### src/rtl/sleep_mode_ctrl.sv
module sleep_mode_ctrl #(
  parameter int NDOM     = 4,
  parameter int BKUP_DOM = 0
) (
  input  logic            clk,
  input  logic            rst_n,
  input  logic            cfg_we,
  input  logic [2:0]      cfg_wdata,
  output logic [2:0]      cfg_rdata,
  input  logic            wfi,
  input  logic            reg_ready,
  input  logic            irq_sync,
  input  logic            irq_stby,
  input  logic            irq_async,
  input  logic            backup_rst,
  input  logic            ext_rst,
  output logic [2:0]      mode,
  output logic            cpu_clk_en,
  output logic            bus_clk_en,
  output logic [NDOM-1:0] dom_en,
  output logic            err_flag
);

  localparam logic [2:0] M_RUN  = 3'd0;
  localparam logic [2:0] M_IDLE = 3'd2;
  localparam logic [2:0] M_STBY = 3'd4;
  localparam logic [2:0] M_BKUP = 3'd5;
  localparam logic [2:0] M_OFF  = 3'd6;
  localparam logic [NDOM-1:0] ALL_DOM  = '1;
  localparam logic [NDOM-1:0] BKUP_MSK = NDOM'(1) << BKUP_DOM;

  logic [2:0] cfg_q, mode_q;
  logic       err_q;
  logic       code_ok, code_deep, wake;

  assign code_ok   = (cfg_q == M_IDLE) || (cfg_q == M_STBY) ||
                     (cfg_q == M_BKUP) || (cfg_q == M_OFF);
  assign code_deep = (cfg_q == M_STBY) || (cfg_q == M_BKUP);

  always_comb begin
    case (mode_q)
      M_IDLE:  wake = irq_sync | irq_stby | irq_async;
      M_STBY:  wake = irq_stby | irq_async;
      M_BKUP:  wake = backup_rst;
      M_OFF:   wake = ext_rst;
      default: wake = 1'b0;
    endcase
  end

  always_ff @(posedge clk or negedge rst_n) begin
    if (!rst_n) begin
      cfg_q  <= M_RUN;
      mode_q <= M_RUN;
      err_q  <= 1'b0;
    end else begin
      if (cfg_we) cfg_q <= cfg_wdata;
      if (mode_q == M_RUN) begin
        if (wfi && code_ok) begin
          if (code_deep && !reg_ready) err_q <= 1'b1;
          else                         mode_q <= cfg_q;
        end
      end else if (wake) begin
        mode_q <= M_RUN;
      end
    end
  end

  assign cfg_rdata  = cfg_q;
  assign mode       = mode_q;
  assign err_flag   = err_q;
  assign cpu_clk_en = (mode_q == M_RUN);
  assign bus_clk_en = (mode_q == M_RUN) || (mode_q == M_IDLE);
  assign dom_en     = (mode_q == M_OFF)  ? '0 :
                      (mode_q == M_BKUP) ? BKUP_MSK : ALL_DOM;

  p_run_hold_r3: assert property (@(posedge clk) disable iff (!rst_n)
    (mode_q == M_RUN && !wfi) |=> (mode_q == M_RUN));

  p_gate_deep_r5: assert property (@(posedge clk) disable iff (!rst_n)
    (mode_q == M_RUN && wfi && code_deep && !reg_ready) |=> (mode_q == M_RUN && err_q));

  p_err_sticky_r6: assert property (@(posedge clk) disable iff (!rst_n)
    err_q |=> err_q);

  p_stby_sync_ignored_r8: assert property (@(posedge clk) disable iff (!rst_n)
    (mode_q == M_STBY && !irq_async && !irq_stby) |=> (mode_q == M_STBY));

  p_bkup_exit_r9: assert property (@(posedge clk) disable iff (!rst_n)
    (mode_q == M_BKUP && !backup_rst) |=> (mode_q == M_BKUP));

  p_off_exit_r9: assert property (@(posedge clk) disable iff (!rst_n)
    (mode_q == M_OFF && !ext_rst) |=> (mode_q == M_OFF));

  p_wfi_asleep_r4: assert property (@(posedge clk) disable iff (!rst_n)
    (mode_q != M_RUN && !wake) |=> $stable(mode_q));

  p_clk_gating_r10: assert property (@(posedge clk) disable iff (!rst_n)
    !cpu_clk_en |-> (mode_q != M_RUN));

endmodule

### config.mk
export PLATFORM = sky130hd
export DESIGN_NAME = sleep_mode_ctrl
export DESIGN_NICKNAME = d
export VERILOG_FILES = /design/src/rtl/sleep_mode_ctrl.sv
export SDC_FILE = /design/constraint.sdc
export NUM_CORES = 1
export LEC_CHECK = 0
export ABC_AREA = 0
export BUFFER_PORTS_ARGS = -buffer_cell sky130_fd_sc_hd__buf_2
export CORE_MARGIN = 4
export CORE_UTILIZATION = 25
export DETAILED_ROUTE_END_ITERATION = 10
export PLACE_DENSITY = 0.63
export SKIP_LAST_GASP = 1
export SLEW_MARGIN = 20
export SYNTH_ARGS = -nofsm -noshare
export SYNTH_HDL_FRONTEND = slang
export SYNTH_SLANG_ARGS = --single-unit
export TNS_END_PERCENT = 5
### constraint.sdc
create_clock -name clk -period 1.3 [get_ports clk]
set_input_delay 0.065 -clock clk [delete_from_list [all_inputs] [get_ports clk]]
set_output_delay 0.065 -clock clk [all_outputs]
set_load 0.02 [all_outputs]
==> results.cfg, run 1 <==
[cells_and_area]
fillers = 169
seqCellArea_sq_um = 179
drive_gt1_frac = 0.545
final_cells = 82
area_growth_pct = 33.7
num_antenna_cells = 0
nets = 80
multi_input_area_sq_um = 198

[grt]
grt_pass1_wl_mm = 1.64
globalRouteOverflowTotal = 0
grt_max_degree = 13
grt_usage = 0.0913
antenna_found_initial = 0
grt_pass1_vias = 386

[routing]
ant_nets = 0
vias_per_cell = 4.80
drcViolationCount = 0
drt_pass1_iterations = 3
wl_per_cell_microns = 11.9
first_iter_violations = 3
vias = 394
drt_wl_total_microns = 972

[clocking]
cts_tree = done
clock_latency_ps = 250
cts_sinks = 7
clk_path_buf_depth = 2
post_cts_buffers = 0
path_clk_slew_ps = 50
cts_root_buf = clkbuf_4
h-tree-depth = 1
cts_buffers = 3

[die]
ios = 26
die_w_microns = 49.1
die_y_microns = 49.1
start_util = 0.271
core_area_sq_um = 1560
core.rowCount = 14
die-area_sq_um = 2410

[synthesis]
synthCells = 41
async_flop_share = 1.00
ys_types = 23
yosysWarnings = 0
synth-seq-cells = 7
synth_xor_area_frac = 0.0207
synth.most_common_cell = dfrtp_1
synth_edf_count = 0
synth.area.mux_share = 0.0769
synth_compound_area_frac = 0.121
synth_top_family_by_area = simple AND/OR/NAND/NOR gates
synthAdderAreaFrac = 0
synth_area_leaders = dfrtp_1 (41%), nand3b_1 (7.1%), buf_6 (5.3%)
synth.net_count = 54
synth_ff_type = dfrtp_1
ys_seq_area_frac = 0.414
syn-cell-area_sq_um = 423
yosys-top-cells-count = dfrtp_1 (7), nand3b_1 (4), nand2_1 (3)
post_synth.cell_area_avg_sq_um = 10.3
yosys.area_share.simple = 0.249
yosys.area.top_type_share = 0.414
synth_top_cell_by_area = dfrtp_1

[place]
dp_hpwl_microns = 784
io_buffers = 25
routabilityCongestion = 0.728
dp_cells = 77

[timing]
holdWs_ps = 20.8
slew_headroom = 0.820
worstMarginPinSlew_ps = 267
finalSetupTns_ps = 0
rsz0062_at_grt = true
clock_skew_ps = 4.17
maxSlewViolCount = 0
setup_violations = 0
finalCriticalPeriod_ps = 1230
finalCritPeriodShare = 0.943
maxClockFrequency_ghz = 0.815
hold_viol_final = 0

[power_and_ir_drop]
irDropWorstVdd_v = 0.000653
p_clk_frac = 0.199
swShare = 0.431
powerDensity_nw_per_um2 = 1750
internal-power_uw = 564
p_sw_uw = 427
fin_total_pwr_uw = 990
seqPwrFrac = 0.377
p_leak_uw = 0.000271
combPwrFrac = 0.424

[min_path]
hp-class = in -> reg

[outcome]
status = completed

[setup_path]
worst_setup_path_end_kind = output port
cp.required_ps = 1240
cp_max_fo = 9
cp.arrival_ps = 1160
cp-start-kind = flop
critPathKind = reg -> out

[run]
cap_violations = 0
## layout make-up
| class | count | share of cell area |
|---|---|---|
| Multi-Input combinational cell | 27 | 0.350 |
| Sequential cell | 7 | 0.316 |
| Timing Repair Buffer | 26 | 0.239 |
| Clock buffer | 4 | 0.0465 |
| Tap cell | 16 | 0.0354 |
| Inverter | 2 | 0.0133 |
## critical path, stage by stage (launching register included)
cell	delay, ps
dfrtp_2	470
xor2_1	180
nand2_1	90
buf_2	170
## kinds of logic after synthesis
| logic type | Yosys count |
|---|---|
| simple gates | 16 |
| compound gates | 7 |
| xor+xnor | 1 |
| buf+inv | 7 |
| mux | 3 |
| flops | 7 |
## layout by cell type, fill, tap and decap left out, types with 2 or more instances in the layout
| master | instances |
|---|---|
| dfrtp_1 | 4 |
| nor3_1 | 2 |
| clkbuf_4 | 3 |
| nand3b_1 | 4 |
| buf_2 | 25 |
| nor4_1 | 2 |
| nand2_1 | 3 |
| dfrtp_2 | 3 |
| mux2_2 | 2 |
| inv_1 | 2 |
| o21ai_1 | 2 |
## power by group through the flow
stage	Sequential, uW	Clock [uW]	Combinational, uW
2_1_floorplan	347	0	357
3_3_place_gp	368	0	423
3_5_place_dp	372	0	423
4_1_cts	373	205	426
5_1_grt	386	222	453
6_report	374	197	420
## repair_timing
action,4_1_cts,5_1_grt
hold endpoints to repair,7,0
hold buffers,1,0
gates resized for setup,1,2
pin swaps,0,0
setup endpoints to repair,3,5
## routing by layer
layer | wire length [microns] | track usage | share of wire | vias up
met1 | 384 | 0.0967 | 0.40 | 184
li1 | - | - | - | 193
met5 | 0 | 0 | 0 | -
met3 | 101 | 0.0673 | 0.10 | 0
met2 | 486 | 0.147 | 0.50 | 17
met4 | 0 | 0.0142 | 0 | 0
## metrics by stage
stage | setup WS [ps] | utilization | area (sq um)
global placement | 132 | 0.337 | 526
floorplan | 53.7 | - | 423
global route | -17.2 | 0.363 | 566
CTS | 9.52 | 0.361 | 563
finish | 73.5 | 0.363 | 566
detailed placement | 141 | 0.337 | 526
## worst paths after layout
kind | startpoint | end | slack (ps) | depth (start not counted)
hold / removal | reg_ready | err_flag$_DFFE_PN0P_ | 20 | 2
hold reg to reg | err_flag$_DFFE_PN0P_ | err_flag$_DFFE_PN0P_ | 460 | 2
max in group asynchronous | rst_n | mode[1]$_DFFE_PN0P_ | 960 | 2
setup / recovery | mode[0]$_DFFE_PN0P_ | dom_en[1] | 70 | 3
setup reg to reg | mode[1]$_DFFE_PN0P_ | mode[2]$_DFFE_PN0P_ | 200 | 3
min in group asynchronous | rst_n | mode[0]$_DFFE_PN0P_ | 170 | 2
## registers in the layout (all words and copies together) (netlist names)
register	count
cfg_rdata	3
err_flag	1
mode	3
No activity file was read; power rests on OpenSTA's default activity.
==> run 2, diff against run 1 <==
Settings changed: CORE_AREA from default to 4 4 41 43, CORE_MARGIN 4 to default, CORE_UTILIZATION 25 to default, DIE_AREA from default to 0 0 45 47, PLACE_DENSITY 0.63 to 0.74, RECOVER_POWER from default to 25, SLEW_MARGIN 20 to 25.
==> results.cfg, run 2 (same netlist as run 1, synthesis figures left out) <==
[die]
die-area_sq_um = 2120
die_y_microns = 47
core_area_sq_um = 1300
start_util = 0.325
ios = 26
die_w_microns = 45
core.rowCount = 13

[routing]
drt_wl_total_microns = 995
drcViolationCount = 0
first_iter_violations = 5
drt_pass1_iterations = 4
vias_per_cell = 4.89
wl_per_cell_microns = 11.8
vias = 411
ant_nets = 0

[grt]
grt_pass1_wl_mm = 1.63
grt_max_degree = 13
grt_usage = 0.112
globalRouteOverflowTotal = 0
grt_pass1_vias = 378
antenna_found_initial = 0

[min_path]
hp-class = in -> reg
holdPathEnd = cfg_rdata[0]$_DFFE_PN0P_
hold_path_depth = 3
min_from = cfg_wdata[0]

[cells_and_area]
final_common_cell = buf_2
drive_gt1_frac = 0.551
nets = 83
fillers = 140
final_cell_mix = buf_2 (24), dfrtp_1 (5), nand3b_1 (4), nand2_1 (3), clkbuf_4 (3)
area_growth_pct = 41.4
num_antenna_cells = 0

[clocking]
cts_sinks = 7
cts_root_buf = clkbuf_4
clk_path_buf_depth = 2
clock_latency_ps = 250
cts_buffers = 3
path_clk_slew_ps = 50
cts_tree = done
h-tree-depth = 1

[power_and_ir_drop]
powerDensity_nw_per_um2 = 1800
fin_total_pwr_uw = 1080
p_leak_uw = 0.000291
irDropWorstVdd_v = 0.000946

[setup_path]
worst_setup_path_end_kind = output port
cp_max_fo = 7
r2r_end = mode[2]$_DFFE_PN0P_
reg2regPathDepth = 4
cp-start-kind = flop
regToRegSetupSlack_ps = 150
cp.arrival_ps = 1150
critPathKind = reg -> out
r2r_start = mode[1]$_DFFE_PN0P_
cp.required_ps = 1240

[timing]
maxSlewViolCount = 0
maxClockFrequency_ghz = 0.823
finalSetupTns_ps = 0
hold_viol_final = 0
clock_skew_ps = 1.83
finalCritPeriodShare = 0.934
setup_violations = 0
slew_headroom = 0.743
finalCriticalPeriod_ps = 1210
worstMarginPinSlew_ps = 385
rsz0062_at_grt = false
holdWs_ps = 24.4

[place]
dp_hpwl_microns = 816
io_buffers = 25
routabilityCongestion = 0.749

[outcome]
status = completed

[run]
cap_violations = 0
-- run 2: how the worst max path moves through the flow --
| stage | start | endpoint | slack, ps | cells past startpoint |
|---|---|---|---|---|
| CTS | mode[0]$_DFFE_PN0P_ | dom_en[2] | 30 | 3 |
| detailed placement | mode[2]$_DFFE_PN0P_ | mode[1]$_DFFE_PN0P_ | 170 | 3 |
| global placement | mode[1]$_DFFE_PN0P_ | mode[2]$_DFFE_PN0P_ | 150 | 3 |
| floorplan | mode[0]$_DFFE_PN0P_ | dom_en[2] | 50 | 4 |
| global route | mode[0]$_DFFE_PN0P_ | dom_en[3] | 10 | 3 |
| finish | mode[0]$_DFFE_PN0P_ | dom_en[3] | 90 | 3 |
-- run 2: routing by layer --
layer / part of all wire / routed length (microns) / vias to the layer above / GRT usage
li1: - / - / 203 / -
met1: 0.39 / 392 / 192 / 0.129
met2: 0.52 / 517 / 16 / 0.175
met3: 0.085 / 85 / 0 / 0.0536
met4: 0 / 0 / 0 / 0.0526
met5: 0 / 0 / - / 0
-- run 2: repair_timing --
action | 4_1_cts | 5_1_grt
gates resized for setup | 2 | 0
hold buffers | 1 | 0
pin swaps | 0 | 0
endpoints found under the setup margin | 3 | 3
endpoints found under the hold margin | 7 | 0
buffers inserted | 0 | 3
-- run 2: worst max-delay path: stages, from the launching register on --
cell and delay [ps]:
dfrtp_2 450, xor2_1 180, nand2_1 90, buf_2 180
-- run 2: per-stage QoR --
stage | area [sq um] | util | cells | setup WS [ps]
2_1_floorplan | 423 | - | 41 | 53.7
3_3_place_gp | 524 | 0.403 | 76 | 152
3_5_place_dp | 524 | 0.403 | 76 | 166
4_1_cts | 564 | 0.434 | 81 | 30.6
5_1_grt | 598 | 0.460 | 84 | 10.1
6_report | 598 | 0.460 | 84 | 85.6
-- run 2: cell type report --
type / count / area, sq um / area share
repair buffers: 29 / 169 / 0.282
flip-flops and latches: 7 / 178 / 0.297
clock inverters: 1 / 5.00 / 0.00837
well taps: 15 / 18.8 / 0.0314
inverters: 2 / 7.51 / 0.0126
multi-input cells: 27 / 198 / 0.331
clock buffers: 3 / 22.5 / 0.0377
-- run 2: power breakdown --
part | total [uW] | leakage, uW | internal (uW) | switching, uW
sequential | 350 | 0.0000812 | 265 | 85.2
combinational | 532 | 0.000192 | 247 | 286
clock | 195 | 0.0000177 | 112 | 82.7
